--- src/rtl/gcd_pkg.sv ---
package gcd_pkg;
  localparam int BYTE_W = 8;
  localparam int CSEL_W = 4;

  localparam logic [BYTE_W-1:0] OP_IDLE   = 8'hA0;
  localparam logic [BYTE_W-1:0] OP_VER    = 8'h20;
  localparam logic [BYTE_W-1:0] OP_LCLR   = 8'hA2;
  localparam logic [BYTE_W-1:0] OP_FULL   = 8'hA3;
  localparam logic [BYTE_W-1:0] OP_CSEL_W = 8'hA4;
  localparam logic [BYTE_W-1:0] OP_MASK_W = 8'hA5;
  localparam logic [BYTE_W-2:0] RA_VER    = 7'h20;
  localparam logic [BYTE_W-2:0] RA_CSEL   = 7'h24;
  localparam logic [BYTE_W-2:0] RA_MASK   = 7'h25;
  localparam logic [BYTE_W-1:0] KEY_BYTE  = 8'hFF;

  localparam logic [CSEL_W-1:0] CSEL_DEF  = 4'b0010;

  function automatic logic csel_legal(input logic [CSEL_W-1:0] c);
    case (c)
      4'b0000, 4'b0001, 4'b0010, 4'b0100, 4'b0101,
      4'b0110, 4'b1100, 4'b1101, 4'b1110: return 1'b1;
      default: return 1'b0;
    endcase
  endfunction

  function automatic logic is_wonly(input logic [BYTE_W-1:0] op);
    return (op == OP_IDLE) || (op == OP_LCLR) || (op == OP_FULL);
  endfunction
endpackage

--- src/rtl/gcd_framer.sv ---
module gcd_framer #(
  parameter int DW = 8
) (
  input  logic          clk,
  input  logic          rst,
  input  logic          byte_valid,
  input  logic [DW-1:0] byte_in,
  output logic          op_fire,
  output logic          arg_fire,
  output logic [DW-1:0] op_q
);
  logic in_arg;

  assign op_fire  = byte_valid && !in_arg;
  assign arg_fire = byte_valid && in_arg;

  always_ff @(posedge clk) begin
    if (rst) begin
      in_arg <= 1'b0;
      op_q   <= '0;
    end else if (byte_valid) begin
      in_arg <= !in_arg;
      if (!in_arg) op_q <= byte_in;
    end
  end

  AST_ALT_PHASE: assert property (@(posedge clk) disable iff (rst)
    !byte_valid |=> $stable(in_arg));
endmodule

--- src/rtl/gcd_regs.sv ---
module gcd_regs
  import gcd_pkg::*;
#(
  parameter int DW  = 8,
  parameter int NCH = 8
) (
  input  logic              clk,
  input  logic              rst,
  input  logic              arg_fire,
  input  logic [DW-1:0]     op_q,
  input  logic [DW-1:0]     arg,
  output logic [CSEL_W-1:0] clk_sel,
  output logic [NCH-1:0]    chan_en,
  output logic              seq_err,
  output logic              local_rst,
  output logic              dev_rst
);
  logic key_ok, wonly, do_full, do_lclr, bad_arg, do_csel, do_mask;

  always_comb begin
    key_ok  = (arg == KEY_BYTE);
    wonly   = is_wonly(op_q);
    do_full = arg_fire && (op_q == OP_FULL) && key_ok;
    do_lclr = arg_fire && (op_q == OP_LCLR) && key_ok;
    bad_arg = arg_fire && wonly && !key_ok;
    do_csel = arg_fire && (op_q == OP_CSEL_W) && csel_legal(arg[CSEL_W-1:0]);
    do_mask = arg_fire && (op_q == OP_MASK_W);
  end

  always_ff @(posedge clk) begin
    if (rst || do_full) begin
      clk_sel <= CSEL_DEF;
      chan_en <= '0;
      seq_err <= 1'b0;
    end else begin
      if (do_csel) clk_sel <= arg[CSEL_W-1:0];
      if (do_mask) chan_en <= arg[NCH-1:0];
      if (bad_arg) seq_err <= 1'b1;
    end
  end

  always_ff @(posedge clk) begin
    if (rst) begin
      local_rst <= 1'b0;
      dev_rst   <= 1'b0;
    end else begin
      local_rst <= do_lclr;
      dev_rst   <= do_full;
    end
  end

  AST_CSEL_LEGAL: assert property (@(posedge clk) disable iff (rst)
    csel_legal(clk_sel));
  AST_LCLR_PULSE: assert property (@(posedge clk) disable iff (rst)
    local_rst |=> !local_rst);
  AST_FULL_DEFAULTS: assert property (@(posedge clk) disable iff (rst)
    dev_rst |-> (chan_en == '0 && clk_sel == CSEL_DEF && !seq_err));
  AST_ERR_STICKY: assert property (@(posedge clk) disable iff (rst)
    $fell(seq_err) |-> dev_rst);
  AST_MASK_HOLD: assert property (@(posedge clk) disable iff (rst)
    !(arg_fire && (op_q == OP_MASK_W || op_q == OP_FULL)) |=> $stable(chan_en));
endmodule

--- src/rtl/gcd_rdmux.sv ---
module gcd_rdmux
  import gcd_pkg::*;
#(
  parameter int DW      = 8,
  parameter int NCH     = 8,
  parameter int VERSION = 1
) (
  input  logic              clk,
  input  logic              rst,
  input  logic              op_fire,
  input  logic [DW-1:0]     op_in,
  input  logic [CSEL_W-1:0] clk_sel,
  input  logic [NCH-1:0]    chan_en,
  output logic              rd_valid,
  output logic [DW-1:0]     rd_data
);
  logic [DW-1:0] sel_val;

  always_comb begin
    sel_val = '0;
    case (op_in[DW-2:0])
      RA_VER:  sel_val = DW'(VERSION);
      RA_CSEL: sel_val[CSEL_W-1:0] = clk_sel;
      RA_MASK: sel_val[NCH-1:0] = chan_en;
      default: sel_val = '0;
    endcase
  end

  always_ff @(posedge clk) begin
    if (rst) begin
      rd_valid <= 1'b0;
      rd_data  <= '0;
    end else begin
      rd_valid <= op_fire && !op_in[DW-1];
      rd_data  <= (op_fire && !op_in[DW-1]) ? sel_val : '0;
    end
  end

  AST_RD_ONE_CYCLE: assert property (@(posedge clk) disable iff (rst)
    !rd_valid |-> rd_data == '0);
endmodule

--- src/rtl/glob_cmd_dec.sv ---
module glob_cmd_dec
  import gcd_pkg::*;
#(
  parameter int NCH     = 8,
  parameter int VERSION = 1
) (
  input  logic        clk,
  input  logic        rst,
  input  logic        byte_valid,
  input  logic [7:0]  byte_in,
  output logic        rd_valid,
  output logic [7:0]  rd_data,
  output logic [3:0]  clk_sel,
  output logic [NCH-1:0] chan_en,
  output logic        local_rst,
  output logic        dev_rst,
  output logic        seq_err
);
  logic              op_fire, arg_fire;
  logic [BYTE_W-1:0] op_q;

  gcd_framer #(.DW(BYTE_W)) u_framer (
    .clk(clk), .rst(rst), .byte_valid(byte_valid), .byte_in(byte_in),
    .op_fire(op_fire), .arg_fire(arg_fire), .op_q(op_q)
  );

  gcd_regs #(.DW(BYTE_W), .NCH(NCH)) u_regs (
    .clk(clk), .rst(rst), .arg_fire(arg_fire), .op_q(op_q), .arg(byte_in),
    .clk_sel(clk_sel), .chan_en(chan_en), .seq_err(seq_err),
    .local_rst(local_rst), .dev_rst(dev_rst)
  );

  gcd_rdmux #(.DW(BYTE_W), .NCH(NCH), .VERSION(VERSION)) u_rdmux (
    .clk(clk), .rst(rst), .op_fire(op_fire), .op_in(byte_in),
    .clk_sel(clk_sel), .chan_en(chan_en), .rd_valid(rd_valid), .rd_data(rd_data)
  );

  AST_RD_AFTER_BYTE: assert property (@(posedge clk) disable iff (rst)
    rd_valid |-> $past(byte_valid));
  AST_NO_DUAL_PULSE: assert property (@(posedge clk) disable iff (rst)
    !(local_rst && dev_rst));
endmodule

--- config.mk ---
export PLATFORM = sky130hd
export DESIGN_NAME = glob_cmd_dec
export DESIGN_NICKNAME = d
export VERILOG_FILES = /design/src/rtl/gcd_pkg.sv /design/src/rtl/gcd_framer.sv /design/src/rtl/gcd_regs.sv /design/src/rtl/gcd_rdmux.sv /design/src/rtl/glob_cmd_dec.sv
export SDC_FILE = /design/constraint.sdc
export NUM_CORES = 1
export LEC_CHECK = 0
export ABC_CLOCK_PERIOD_IN_PS = 1500
export CORE_MARGIN = 2
export CORE_UTILIZATION = 46
export DETAILED_ROUTE_END_ITERATION = 7
export PLACE_DENSITY = 0.85
export SLEW_MARGIN = 20
export SYNTH_ARGS = -nofsm -noshare
export SYNTH_HDL_FRONTEND = slang
export SYNTH_SLANG_ARGS = --single-unit
--- constraint.sdc ---
create_clock -name clk -period 1.5 [get_ports clk]
set_input_delay 0.3 -clock clk [delete_from_list [all_inputs] [get_ports clk]]
set_output_delay 0.3 -clock clk [all_outputs]
set_load 0.01 [all_outputs]
Word level (Yosys, flattened, before mapping)

Memory sizes are Yosys's and may differ from the RTL's.
Cells that the tools add are included.

Bits in writable memories: 0
ROM bits: 16
Logic and storage cells: 45
Latch bits: 0
Memories kept: 1
Input port bits: 11
Output and inout bits: 24
Register bits after elaboration: 33

Muxes and demuxes: 1
Eq/ne operators: 9
Div/mod/pow operators: 0
Magnitude comparators: 0
Shift-type cells: 0
Add/sub/neg operators: 0
Multipliers: 0
Reductions and logical operators: 21
Bitwise gates (word level): 3

Memories:

| memory          | words | width | rd ports | clocked after Yosys merged registers in | write ports | RTL line      | RTL |
|---|---|---|---|---|---|---|---|
| (no name shown) | 16    | 1     | 1        | 0                                       | 0           | gcd_pkg.sv:19 | `case (c)` |

Operators by type and width:

| kind                                           | count |
|---|---|
| == test 8 bit (second input constant)          | 6 |
| == test 7 x 6 -> 1 bit (second input constant) | 3 |
| logical AND 1 bit                              | 12 |
| one-hot mux 4 bit (3 select lines)             | 1 |
| zero test 1 bit                                | 3 |
| logical OR 1 bit                               | 3 |
| inverter 1 bit                                 | 3 |
| OR reduction 3 bit                             | 1 |
| AND reduction 2 bit                            | 1 |
| OR reduction 2 bit                             | 1 |

Longest topological paths before layout

Word-level depth: 5
Depth in mapped cells: 6
Gate-level depth less buffers: 4

Modules after synthesis

A second synthesis with hierarchy kept.

Cell total of the unflattened synthesis: 140
Area total of the unflattened synthesis: 1465.2 um2

By module, submodules not included:

| module     | sequential area each (um2) | area an instance (um2) | cells an instance | instances |
|---|---|---|---|---|
| gcd_regs   | 300.3                      | 690.7                  | 70                | 1 |
| gcd_framer | 180.2                      | 451.7                  | 41                | 1 |
| gcd_rdmux  | 180.2                      | 322.8                  | 29                | 1 |

Worst setup path before layout

OpenSTA, ideal clock, no wires.

Path type: in2reg
Start: in byte_in[3]
End: reg u_rdmux.rd_data[4]
Cell stages on the path: 4
Path slack: 0.093 ns
Setup time: 0.059 ns
Arrival time: 1.348 ns
Buffers on the path: 0
Cells stage by stage: or4b_1 nor3b_2 and3_1 and2_1

Word-level cells in the longest chain between the ends: 3

Ends and longest elaborated chain:

| what                                | RTL line           | RTL |
|---|---|---|
| start: declaration                  | glob_cmd_dec.sv:10 | `input logic [7:0] byte_in,` |
| == test 7 x 6 -> 1 bit              | gcd_rdmux.sv:21    | `case (op_in[DW-2:0])` |
| inverter 1 bit (no source line)     | -                  |  |
| OR reduction 3 bit (no source line) | -                  |  |
| end signal: assignment              | gcd_rdmux.sv:35    | `rd_data <= (op_fire && !op_in[DW-1]) ? sel_val : '0;` |
| end: declaration                    | gcd_rdmux.sv:15    | `output logic [DW-1:0] rd_data` |

No other way between the ends.
A chain may end at the register's enable or synchronous reset.

Worst setup path after layout

Start: reg u_framer.op_q[4]
End: reg u_regs.chan_en[0]

Word-level cells in the longest chain between the ends: 4
Elaborated cells on any way between the ends: 6
Those cells by class: 2 x eq/ne; 4 x reduce/logical

Ends and longest elaborated chain:

| what                           | RTL line         | RTL |
|---|---|---|
| start: declaration             | gcd_framer.sv:10 | `output logic [DW-1:0] op_q` |
| start signal: assignment       | gcd_framer.sv:23 | `if (!in_arg) op_q <= byte_in;` |
| == test 8 bit                  | gcd_regs.sv:23   | `do_full = arg_fire && (op_q == OP_FULL) && key_ok;` |
| logical AND 1 bit (2 in a row) | gcd_regs.sv:23   |  |
| logical OR 1 bit               | gcd_regs.sv:31   | `if (rst \|\| do_full) begin` |
| end signal: assignment         | gcd_regs.sv:37   | `if (do_mask) chan_en <= arg[NCH-1:0];` |
| end: declaration               | gcd_regs.sv:13   | `output logic [NCH-1:0] chan_en,` |

Several ways; a longest one is shown, not always the timed one.

==> qor.log <==
INFO  die            ios=35
INFO  setup_path     critical_path_s_largest_stage_delay=0.34ns
INFO  timing         timing.fmax=0.694GHz
INFO  drt            drt.antenna.violating_nets=0
INFO  timing         unrepaired_setup_endpoints_after_global_routing=yes
INFO  yosys          synth_top_area_cell=dfxtp_1
INFO  die            initial_core_util=0.475
INFO  setup_path     cp-end-kind=flip-flop
INFO  final_layout   fraction_of_final_layout_cells_sized_beyond_drive_strength_1=0.240
INFO  yosys          synth_edf_count=0
INFO  final_layout   antenna_cells_inserted=0
INFO  die            core_area=2710squm
INFO  clock_network  htree_levels=2
INFO  yosys          post-synth-top-count-cell=dfxtp_1
INFO  timing         worst_slew_margin_rel=0.791
INFO  timing         max_slew.worst_pin.slew=0.313ns
INFO  yosys          netlist_instances=139
INFO  clock_network  clock-root-buffer=clkbuf_4
INFO  setup_path     worst_setup_path_start_kind=flip-flop
INFO  die            floorplan.die.height=56.9um
INFO  global_routing vias_in_the_first_global_route=1232
INFO  yosys          synth-main-ff-cell=dfxtp_1
INFO  global_routing grt_overflow_total=0
INFO  clock_network  ctsHoldBuffers=0
INFO  timing         timing.final.max_slew_violations=0
INFO  clock_network  clock_tree_from_tritoncts=yes
INFO  die            dieArea=3240squm
INFO  global_routing gr_util_all_layers=0.214
INFO  yosys          synth-async-reset-ratio=0
INFO  timing         post_layout_min_period=1.44ns
INFO  yosys          cell_types_with_the_largest_area_share_after_synthesis=dfxtp_1, mux2i_1, a21oi_1
INFO  status         result_of_the_run=complete, no violations
INFO  yosys          synthTopCellsByCount=dfxtp_1, nand2_1, a21oi_1
INFO  setup_path     timing_worst_setup_path_type=flip-flop to flip-flop
INFO  setup_path     cp_cell_sequence=and4bb_2 > and3b_2 > a41o_4 > buf_4 > nor2_2
INFO  drt            drt_wl_total=3.22mm
INFO  drt            remaining_drcs=0
INFO  yosys          netlist_area=1290squm
INFO  flow_run       max_cap_viol_count=0
INFO  drt            vias=1191
INFO  clock_network  insertion_delay=0.33ns
INFO  yosys          mappedNetlistNets=150
INFO  setup_path     cp_data_arrival_time=1.71ns
INFO  min_path       holdCritPathClass=primary input to flip-flop
INFO  placement      gp_congestion=0.818
INFO  drt            detail_route.wl_per_cell=14.2um
INFO  drt            first_iter_violations=17
INFO  clock_network  cts_max_path_buffers=2
INFO  yosys          avgSynthCellArea=9.25squm
INFO  setup_path     slowest_stage=dfxtp_2
INFO  final_layout   filler_cell_count=198
INFO  clock_network  cts.sink_count=33
INFO  yosys          synth_cell_types=33
INFO  pwr            p_leak=0.992nW
INFO  yosys          yosys.area.top_type_share=0.514
INFO  final_layout   final_cells=227
INFO  pwr            finalPower=1.53mW
INFO  setup_path     worst-path-max-fanout=5
INFO  setup_path     critical_path.top_delay_family=simple AND/OR/NAND/NOR gates
INFO  timing         finalCritPeriodShare=0.961
INFO  setup_path     worst-path-buf-inv=1
INFO  pwr            ir_drop=866uV
INFO  die            die_width=56.9um
INFO  global_routing grt_pass1_wl=5.34mm
INFO  setup_path     cp_data_required_time=1.77ns
INFO  final_layout   layout-area-overhead-vs-synth=49.7%
INFO  clock_network  cts_made_buffers=5
INFO  placement      placed_cells=217
INFO  placement      place_hpwl=2.44mm
INFO  drt            vias_per_cell=5.25
INFO  yosys          synth-warning-count=0
INFO  timing         finalHoldViolations=0
INFO  global_routing grt_max_degree=14
INFO  pwr            powerDensity=797nW/um^2
INFO  yosys          ys_ff_latch=33
INFO  die            fp-row-count=19
INFO  global_routing antenna_found_initial=0
INFO  drt            first_pass_iters=4
INFO  yosys          seq_area_frac_synth=0.514
INFO  placement      place.port_buffers=34
INFO  final_layout   finish.net_count=206
INFO  timing         finalSetupViolations=0
INFO  clock_network  clkSlewWorstSetupHoldPaths=0.09ns
INFO  timing         fin_worst_skew=0.00469ns
[cell type report]
type | count | area [sq um] | share of cell area
inverters | 1 | 3.75 | 0.00195
clock buffers | 8 | 48.8 | 0.0253
multi-input cells | 98 | 653 | 0.339
well taps | 31 | 38.8 | 0.0201
flip-flops and latches | 33 | 663 | 0.344
repair buffers | 56 | 518 | 0.269
[flip-flops by register name, indices dropped and copies added, names as in the netlist]
register / flops
u_regs.local_rst: 1
u_regs.dev_rst: 1
u_regs.clk_sel: 4
u_framer.in_arg: 1
u_rdmux.rd_valid: 1
u_rdmux.rd_data: 8
u_framer.op_q: 8
u_regs.seq_err: 1
u_regs.chan_en: 8
[cells by family after synthesis]
logic type,Yosys count,synth area share
compound gates,22,0.0953
buf+inv,8,0.0253
flops,33,0.514
mux,11,0.0856
simple gates,65,0.280
[worst register-to-register path, cell delays in order, from the launching register on]
cell	delay (ns)
dfxtp_2	0.34
and4bb_2	0.27
and3b_2	0.23
a41o_4	0.28
buf_4	0.16
nor2_2	0.11
[timing repair]
action / 4_1_cts / 5_1_grt
gates resized for setup: 18 / 28
setup buffers: 1 / 1
pin swaps: 4 / 8
hold endpoints to repair: 0 / 0
setup endpoints to repair: 31 / 30
[per-layer routing]
metal  up-vias  GRT usage  part of all wire
met4         0     0.0963            0.0090
met3         2     0.0507             0.052
li1        594          -                 -
met1       564      0.241              0.40
met5         -          0                 0
met2        31      0.376              0.54
[power breakdown]
part	internal, mW	switching [mW]	total (mW)
registers	0.892	0.0148	0.907
logic	0.0821	0.0739	0.156
clock network	0.187	0.285	0.471
[layout by cell type, fill, tap and decap left out, types with 4 or more instances in the layout]
cell	instances
a21oi_1	12
dlygate4sd2_1	16
mux2i_1	10
nand3_1	5
dfxtp_1	31
o21ai_0	4
buf_4	22
nand2_1	18
dlymetal6s2s_1	13
clkbuf_4	5
nor2_1	10
clkdlybuf4s50_1	5
and2_1	4
[path summary, 6_finish.rpt]
path                                                     from                        endpoint  slack (ns)  cells past startpoint
worst max-delay path            u_framer.op_q[4]$_SDFFE_PP0N_  u_regs.chan_en[0]$_SDFFE_PP0P_        0.06                      5
worst min register to register  u_framer.op_q[7]$_SDFFE_PP0N_   u_framer.op_q[7]$_SDFFE_PP0N_        0.46                      2
worst max register to register  u_framer.op_q[4]$_SDFFE_PP0N_  u_regs.chan_en[0]$_SDFFE_PP0P_        0.06                      5
worst min-delay path                               byte_in[5]  u_regs.chan_en[5]$_SDFFE_PP0P_        0.37                      4
[per-stage QoR]
stage | util | setup TNS (ns) | instance area [sq um] | hold WS, ns | worst slack (ns)
final | 0.711 | 0 | 1930 | 0.370 | 0.0583
after global routing | 0.711 | -0.00124 | 1930 | 0.386 | -0.00124
after floorplan | - | 0 | 1290 | 0.373 | 0.0935
after detailed placement | 0.659 | -8.21 | 1790 | 0.446 | -0.418
after CTS | 0.675 | -0.00326 | 1830 | 0.446 | -0.00326
after global placement | 0.659 | -7.40 | 1790 | 0.439 | -0.377
No activity file was read; power rests on OpenSTA's default activity.
